## src/rtl/xlate_pkg.sv

```systemverilog
package xlate_pkg;
    typedef enum logic [2:0] {
        ST_IDLE     = 3'd0,
        ST_DIR_REQ  = 3'd1,
        ST_DIR_WAIT = 3'd2,
        ST_TBL_REQ  = 3'd3,
        ST_TBL_WAIT = 3'd4,
        ST_DONE     = 3'd5
    } walk_state_e;

    // entry flag positions
    localparam int unsigned EB_PRESENT = 0;
    localparam int unsigned EB_WRITE   = 1;
    localparam int unsigned EB_USER    = 2;
    localparam int unsigned EB_SIZE    = 7;

    // fault code positions
    localparam int unsigned FC_PROT = 0;
    localparam int unsigned FC_WR   = 1;
    localparam int unsigned FC_USR  = 2;
    localparam int unsigned FC_W    = 3;
endpackage

```

## src/rtl/xlate_entry_dec.sv

```systemverilog
module xlate_entry_dec
    import xlate_pkg::*;
#(
    parameter int unsigned ENT_W       = 32,
    parameter int unsigned OFF_W       = 12,
    parameter int unsigned BIG_FRAME_W = 10,
    localparam int unsigned FRAME_W    = ENT_W - OFF_W
) (
    input  logic [ENT_W-1:0]       entry,
    output logic                   present,
    output logic                   can_write,
    output logic                   can_user,
    output logic                   big,
    output logic [FRAME_W-1:0]     frame,
    output logic [BIG_FRAME_W-1:0] big_frame
);
    logic unused_flags;

    assign present   = entry[EB_PRESENT];
    assign can_write = entry[EB_WRITE];
    assign can_user  = entry[EB_USER];
    assign big       = entry[EB_SIZE];
    assign frame     = entry[ENT_W-1 -: FRAME_W];
    assign big_frame = entry[ENT_W-1 -: BIG_FRAME_W];

    assign unused_flags = ^{entry[OFF_W-1:EB_SIZE+1], entry[EB_SIZE-1:EB_USER+1]};
endmodule

```

## src/rtl/xlate_perm.sv

```systemverilog
module xlate_perm
    import xlate_pkg::*;
(
    input  logic            acc_write,
    input  logic            acc_user,
    input  logic            present,
    input  logic            allow_write,
    input  logic            allow_user,
    output logic            fault,
    output logic [FC_W-1:0] code
);
    logic viol;

    always_comb begin
        viol  = (acc_write && !allow_write) || (acc_user && !allow_user);
        fault = !present || viol;
        code  = '0;
        if (fault) begin
            code[FC_PROT] = present;
            code[FC_WR]   = acc_write;
            code[FC_USR]  = acc_user;
        end
    end
endmodule

```

## src/rtl/xlate_walker.sv

```systemverilog
module xlate_walker
    import xlate_pkg::*;
#(
    parameter int unsigned LIN_W     = 32,
    parameter int unsigned DIR_IDX_W = 10,
    parameter int unsigned TBL_IDX_W = 10,
    localparam int unsigned OFF_W     = LIN_W - DIR_IDX_W - TBL_IDX_W,
    localparam int unsigned FRAME_W   = LIN_W - OFF_W,
    localparam int unsigned BIG_OFF_W = OFF_W + TBL_IDX_W,
    localparam int unsigned WORD_SH   = 2
) (
    input  logic               clk,
    input  logic               rst_n,
    input  logic               req_valid,
    output logic               req_ready,
    input  logic [LIN_W-1:0]   req_lin,
    input  logic               req_write,
    input  logic               req_user,
    input  logic               pg_en,
    input  logic               pse_en,
    input  logic [FRAME_W-1:0] dir_frame,
    output logic               mem_req_valid,
    input  logic               mem_req_ready,
    output logic [LIN_W-1:0]   mem_req_addr,
    input  logic               mem_rsp_valid,
    input  logic [LIN_W-1:0]   mem_rsp_data,
    output logic               rsp_valid,
    input  logic               rsp_ready,
    output logic [LIN_W-1:0]   rsp_phys,
    output logic               rsp_fault,
    output logic [FC_W-1:0]    rsp_fault_code
);
    typedef struct packed {
        walk_state_e        state;
        logic [LIN_W-1:0]   lin;
        logic               wr;
        logic               usr;
        logic               pg;
        logic               pse;
        logic [FRAME_W-1:0] dframe;
        logic [FRAME_W-1:0] tframe;
        logic               dir_w;
        logic               dir_u;
        logic [LIN_W-1:0]   phys;
        logic               fault;
        logic [FC_W-1:0]    code;
    } walk_s;

    walk_s q, d;

    logic                 e_present, e_write, e_user, e_big;
    logic [FRAME_W-1:0]   e_frame;
    logic [DIR_IDX_W-1:0] e_big_frame;
    logic                 dir_fault, tbl_fault;
    logic [FC_W-1:0]      dir_code, tbl_code;

    xlate_entry_dec #(
        .ENT_W(LIN_W), .OFF_W(OFF_W), .BIG_FRAME_W(DIR_IDX_W)
    ) u_dec (
        .entry(mem_rsp_data), .present(e_present), .can_write(e_write),
        .can_user(e_user), .big(e_big), .frame(e_frame), .big_frame(e_big_frame)
    );

    // rights of the directory entry alone (4 MB pages, not-present directory)
    xlate_perm u_dir_perm (
        .acc_write(q.wr), .acc_user(q.usr), .present(e_present),
        .allow_write(e_write), .allow_user(e_user),
        .fault(dir_fault), .code(dir_code)
    );

    // rights accumulated over both levels
    xlate_perm u_tbl_perm (
        .acc_write(q.wr), .acc_user(q.usr), .present(e_present),
        .allow_write(e_write && q.dir_w), .allow_user(e_user && q.dir_u),
        .fault(tbl_fault), .code(tbl_code)
    );

    always_comb begin
        d = q;
        unique case (q.state)
            ST_IDLE: begin
                if (req_valid) begin
                    d.lin    = req_lin;
                    d.wr     = req_write;
                    d.usr    = req_user;
                    d.pg     = pg_en;
                    d.pse    = pse_en;
                    d.dframe = dir_frame;
                    if (!pg_en) begin
                        d.phys  = req_lin;
                        d.fault = 1'b0;
                        d.code  = '0;
                        d.state = ST_DONE;
                    end else begin
                        d.state = ST_DIR_REQ;
                    end
                end
            end
            ST_DIR_REQ: if (mem_req_ready) d.state = ST_DIR_WAIT;
            ST_DIR_WAIT: begin
                if (mem_rsp_valid) begin
                    if (!e_present || (e_big && q.pse)) begin
                        d.fault = dir_fault;
                        d.code  = dir_code;
                        d.phys  = dir_fault ? '0 : {e_big_frame, q.lin[BIG_OFF_W-1:0]};
                        d.state = ST_DONE;
                    end else begin
                        d.tframe = e_frame;
                        d.dir_w  = e_write;
                        d.dir_u  = e_user;
                        d.state  = ST_TBL_REQ;
                    end
                end
            end
            ST_TBL_REQ: if (mem_req_ready) d.state = ST_TBL_WAIT;
            ST_TBL_WAIT: begin
                if (mem_rsp_valid) begin
                    d.fault = tbl_fault;
                    d.code  = tbl_code;
                    d.phys  = tbl_fault ? '0 : {e_frame, q.lin[OFF_W-1:0]};
                    d.state = ST_DONE;
                end
            end
            ST_DONE: if (rsp_ready) d.state = ST_IDLE;
            default: d.state = ST_IDLE;
        endcase
    end

    always_ff @(posedge clk) begin
        if (!rst_n) q <= '0;
        else        q <= d;
    end

    assign req_ready      = (q.state == ST_IDLE);
    assign mem_req_valid  = (q.state == ST_DIR_REQ) || (q.state == ST_TBL_REQ);
    assign mem_req_addr   = (q.state == ST_TBL_REQ)
                          ? {q.tframe, q.lin[BIG_OFF_W-1:OFF_W], {WORD_SH{1'b0}}}
                          : {q.dframe, q.lin[LIN_W-1:BIG_OFF_W], {WORD_SH{1'b0}}};
    assign rsp_valid      = (q.state == ST_DONE);
    assign rsp_phys       = q.phys;
    assign rsp_fault      = q.fault;
    assign rsp_fault_code = q.code;
endmodule


```

## config.mk

```make
export PLATFORM = sky130hd
export DESIGN_NAME = xlate_walker
export DESIGN_NICKNAME = d
export VERILOG_FILES = /design/src/rtl/xlate_pkg.sv /design/src/rtl/xlate_entry_dec.sv /design/src/rtl/xlate_perm.sv /design/src/rtl/xlate_walker.sv
export SDC_FILE = /design/constraint.sdc
export NUM_CORES = 1
export LEC_CHECK = 0
export BUFFER_PORTS_ARGS = -buffer_cell sky130_fd_sc_hd__buf_4
export CORE_UTILIZATION = 51
export CTS_CLUSTER_DIAMETER = 150
export DETAILED_ROUTE_END_ITERATION = 8
export GPL_ROUTABILITY_DRIVEN = 0
export PLACE_DENSITY_LB_ADDON = 0.08
export SYNTH_ARGS = -nofsm -noshare
export SYNTH_HDL_FRONTEND = slang
export SYNTH_SLANG_ARGS = --single-unit
```

## constraint.sdc

```tcl
create_clock -name clk -period 2.09 [get_ports clk]
set_input_delay 0.209 -clock clk [delete_from_list [all_inputs] [get_ports clk]]
set_output_delay 0.209 -clock clk [all_outputs]
set_load 0.1 [all_outputs]
```

# Word-level counts from Yosys, hierarchy flattened
# Cells that the tools add are included.
word_totals:
  inputBits: 94
  register_bits: 117
  out_inout_bits: 71
  wordCells: 71
op_classes:
  n_mux: 20
  n_reduce_logical: 24
  n_bitwise: 1
  n_eq_ne: 13
op_table:
  columns: ["operator", "count"]
  rows:
  - ["$mux 36", 5]
  - ["$pmux 36 s3", 1]
  - ["$mux 32", 3]
  - ["$mux 59", 1]
  - ["$mux 3", 9]
  - ["$pmux 3 s6", 1]
  - ["$ne 2x2->1 const B", 7]
  - ["$reduce_and 6->1", 2]
  - ["$logic_and 1x1->1", 7]
  - ["$eq 3x2->1 const B", 2]
  - ["$eq 3x3->1 const B", 2]
  - ["$logic_or 1x1->1", 6]
  - ["$logic_not 1->1", 5]
  - ["$eq 3x1->1 const B", 1]
  - ["$logic_not 3->1", 1]
  - ["$reduce_and 3->1", 1]
  - ["$reduce_bool 3->1", 1]
  - ["$ne 2x1->1 const B", 1]
  - ["$reduce_and 2->1", 1]
  - ["$not 1->1", 1]

# Depth between registers and ports, before layout
depth:
  depth_word: 8
  mapped_depth: 8
  depth_no_buf: 5

# By module
# A second synthesis with hierarchy kept.
unflattened:
  hier_cells: 659
  area_unflattened_um2: 5856.9
modules_own_cells:
  columns: ["mod", "cells_each", "area_each_um2", "seq_area_each_um2", "n_inst"]
  rows:
  - ["xlate_walker", 609, 5481.5, 2322.2, 1]
  - ["xlate_entry_dec", 34, 255.2, 0.0, 1]
  - ["xlate_perm", 8, 60.1, 0.0, 2]

# Worst setup path after synthesis
# Ideal clock, no wire load.
synth_path:
  kind: "register to register"
  startpoint: "reg q[116] (netlist name)"
  endpoint: "reg q[72] (netlist name)"
  slack_ns: -0.482
  stages_incl_launch_ff: 8
  n_path_buf: 3
  setup_ns: 0.132
  t_arrival_ns: 2.439
  synth_period_minus_slack_ns: 2.572
  t_required_ns: 1.958
  path_cell_list: "dfxtp_1 -> buf_2 -> nor3_2 -> nand2_1 -> buf_2 -> buf_2 -> nand2_1 -> a21oi_1"
synth_between:
  elab_chain_len: 2
synth_lines:
  columns: ["item", "line_no", "source"]
  rows:
  - ["from (decl)", "xlate_walker.sv:49", "walk_s q, d;"]
  - ["from (signal assigned)", "xlate_walker.sv:130", "if (!rst_n) q <= '0;"]
  - ["from (signal assigned)", "xlate_walker.sv:131", "else q <= d;"]
  - ["$logic_not 3->1", null, null]
  - ["via req_ready", "xlate_walker.sv:15", "output logic req_ready,"]
  - ["$reduce_and 2->1 (no source line)", null, null]
# The timed path passes the listed nets, and every way through them passes these cells.
# A chain may end at the register's enable or synchronous reset.

# Final worst setup path
layout_path:
  startpoint: "reg q[116] (netlist name)"
  endpoint: "out mem_req_addr[10]"
layout_between:
  elab_chain_len: 2
layout_lines:
  columns: ["item", "line_no", "source"]
  rows:
  - ["$eq 3x2->1", "xlate_walker.sv:136", "assign mem_req_addr = (q.state == ST_TBL_REQ)"]
  - ["$mux 32", "xlate_walker.sv:137", "? {q.tframe, q.lin[BIG_OFF_W-1:OFF_W], {WORD_SH{1'b0}}}"]
  - ["to (decl)", "xlate_walker.sv:24", "output logic [LIN_W-1:0] mem_req_addr,"]
# No other way between the ends.

==> results_dict.tcl <==
set metrics [dict create \
    crit_required_ps 1880 \
    finalSetupViolations 30 \
    cpPeakStageDelay_ps 330 \
    cts_buffers 17 \
    ys_warn_count 0 \
    violations "setup timing" \
    outcome "complete, but fails checks" \
    fin_setup_tns_ps -2120 \
    syn_area_per_cell_um2 8.29 \
    ir_worst_vdd_mv 1.64 \
    die_area_um2 10600 \
    ys_seq_area_frac 0.448 \
    synth_seq_cells 116 \
    syn_to_final_growth_pct 59.9 \
    cts.sink_count 116 \
    h-tree-depth 4 \
    wire_per_inst_um 18.4 \
    hp-class "in2reg" \
    ios 165 \
    min_period_over_period 1.04 \
    cp_top_family "buffers and inverters" \
    async_flop_share 0 \
    root_buffer "clkbuf_8" \
    worst_pin_slew_ps 609 \
    cp_slowest_cell "mux2_4" \
    first_pass_iters 6 \
    finalHoldViolations 0 \
    worstSetupEndpointType "output port" \
    crit_type "reg2out" \
    cts.clk_slew.worst_paths_ps 60 \
    grt_pass1_wl_um 26500 \
    ant_nets 0 \
    grt_pass1_vias 5348 \
    cp-start-kind "register" \
    cts_tree "done" \
    drv_slew 0 \
    antenna_cells 0 \
    path_buf_inv 3 \
    vias_per_cell 5.66 \
    io_buffers 154 \
    max_freq_ghz 0.460 \
    clkLatencyLatePin_ps 510 \
    critPathMaxFanout 8 \
    crit_top_cell "buf_12" \
    cp_cell_sequence "and2b_2, nand2_4, buf_4, buf_12, mux2_4, buf_12" \
    power_mw 12.7 \
    netlist_area_um2 5180 \
    wl_um 17800 \
    antenna_found_initial 0 \
    rsz0062_at_grt "yes" \
    grt_max_degree 56 \
    synth_edf_count 0 \
    synthDistinctLibCells 40 \
    num-nets-final 913 \
    reg2reg_depth 7 \
    min_path_cells 3 \
    total_leakage_power_nw 3.55 \
    drv_cap 0 \
    cts.path.max_buffers 2 \
    syn_inst 625 \
    fin_skew_ps 7.74 \
    die_x_um 103 \
    drive_gt1_frac 0.317 \
    p_per_area_nw_per_um2 1530 \
    hpwl_um 9720 \
    start_util 0.528 \
    core_area_um2 9820 \
    setup_slack_ps -85.4 \
    cp.depth 6 \
    cp.arrival_ps 1970 \
    die_h_um 103 \
    initialDrtViolationCount 385 \
    slew_headroom 0.594 \
    dr_total_vias 5460 \
    num-fill-cells 582 \
    drc 0 \
    rows 36 \
    synth_flop_cell "dfxtp_1" \
    period_minus_slack_ps 2180 \
    track_usage 0.335 \
    grt-ovfl-total 0 \
]
## worst paths after layout
path,to,startpoint,slack [ps]
setup / recovery,mem_req_addr[10],q[116]$_SDFFE_PN0P_,-90
hold / removal,q[44]$_SDFFE_PN0P_,mem_rsp_data[18],60
setup reg to reg,rsp_fault_code[2]$_SDFFE_PN0P_,q[116]$_SDFFE_PN0P_,70
hold reg to reg,q[83]$_SDFFE_PN0P_,q[83]$_SDFFE_PN0P_,460
## layout by cell type (no fill, tap or decap), types with 2 or more instances in the layout
master         count
inv_1              2
o21ai_0           34
o22ai_1            3
dlygate4sd3_1     76
clkinvlp_4         3
nand2_1          165
clkinv_4           2
buf_16             3
a21oi_1          110
inv_6              4
nand3_1            3
clkbuf_8           3
a222oi_1          10
clkbuf_16         16
conb_1             2
dfxtp_1          114
a22oi_1           21
nor2b_1            3
buf_4            142
nor2_1             4
buf_12            39
bufinv_16          4
nand2b_1           4
mux2_4            30
a21boi_0           6
nor4_2             2
## through the flow
stage,utilization,setup WS (ps),instance area [µm²],std cells,hold WS (ps)
2_1_floorplan,-,46.0,5200,626,345
3_3_place_gp,0.634,263,6220,846,438
3_5_place_dp,0.634,216,6220,846,446
4_1_cts,0.841,-74.0,8260,962,43.8
5_1_grt,0.844,-127,8290,965,49.8
6_report,0.844,-85.4,8290,965,61.4
## cells by family after synthesis
logic type	synth area share
simple gates	0.152
buf+inv	0.109
xor+xnor	0.00169
mux	0.0693
flops	0.448
compound gates	0.219
other cells	0.000723
## flip-flops by register name, summed over array words and instances (netlist names)
| signal | count |
|---|---|
| q | 80 |
| rsp_phys | 32 |
| rsp_fault_code | 3 |
| rsp_fault | 1 |
## routing by layer
metal | vias to the layer above | routed length (µm) | track usage
met5 | - | 0 | 0
met4 | 0 | 708 | 0.198
met3 | 54 | 1420 | 0.0631
met2 | 299 | 9040 | 0.587
met1 | 2596 | 6610 | 0.381
li1 | 2511 | - | -
## repair_timing
| action | in CTS | in global routing |
|---|---|---|
| endpoints found under the hold margin | 88 | 0 |
| cloned | 3 | 0 |
| setup endpoints to repair | 30 | 33 |
| hold buffers | 76 | 0 |
| pin swaps | 0 | 1 |
| gates resized for setup | 128 | 2 |
| buffers inserted | 5 | 3 |
## synthesized netlist by cell type, drive strengths merged (4+ instances only)
library cell / n / area, µm²
nand2: 167 / 627
dfxtp: 116 / 2320
a21oi: 110 / 551
buf: 72 / 500
o21ai: 34 / 170
mux2: 31 / 349
a22oi: 21 / 158
clkbuf: 14 / 52.6
a222oi: 10 / 100
a21boi: 6 / 45.0
nand2b: 5 / 38.8
nor2: 4 / 15.0
nor2b: 4 / 25.0
## layout make-up
cell class                 count  area [µm²]  share of cell area
timing repair buffer         260        2690               0.325
clock buffer                  19         442              0.0533
multi-input combinational    421        2460               0.296
sequential                   116        2330               0.281
tap                          133         166              0.0201
inverter                       3        11.3             0.00136
clock inverter                13         195              0.0235
## worst min-delay path, cell delays in order
cell and delay, ps:
buf_4 130, nand2_1 70, a21boi_0 110
## report_power, final
group          switching (mW)  total [mW]  leakage (nW)  internal (mW)
Clock                    1.09        3.11         0.302           2.02
Sequential              0.297        3.00         0.950           2.70
Combinational            4.61        6.61          2.30           2.00
Total                    6.00        12.7          3.55           6.72
(Power assumes the default switching activity.)
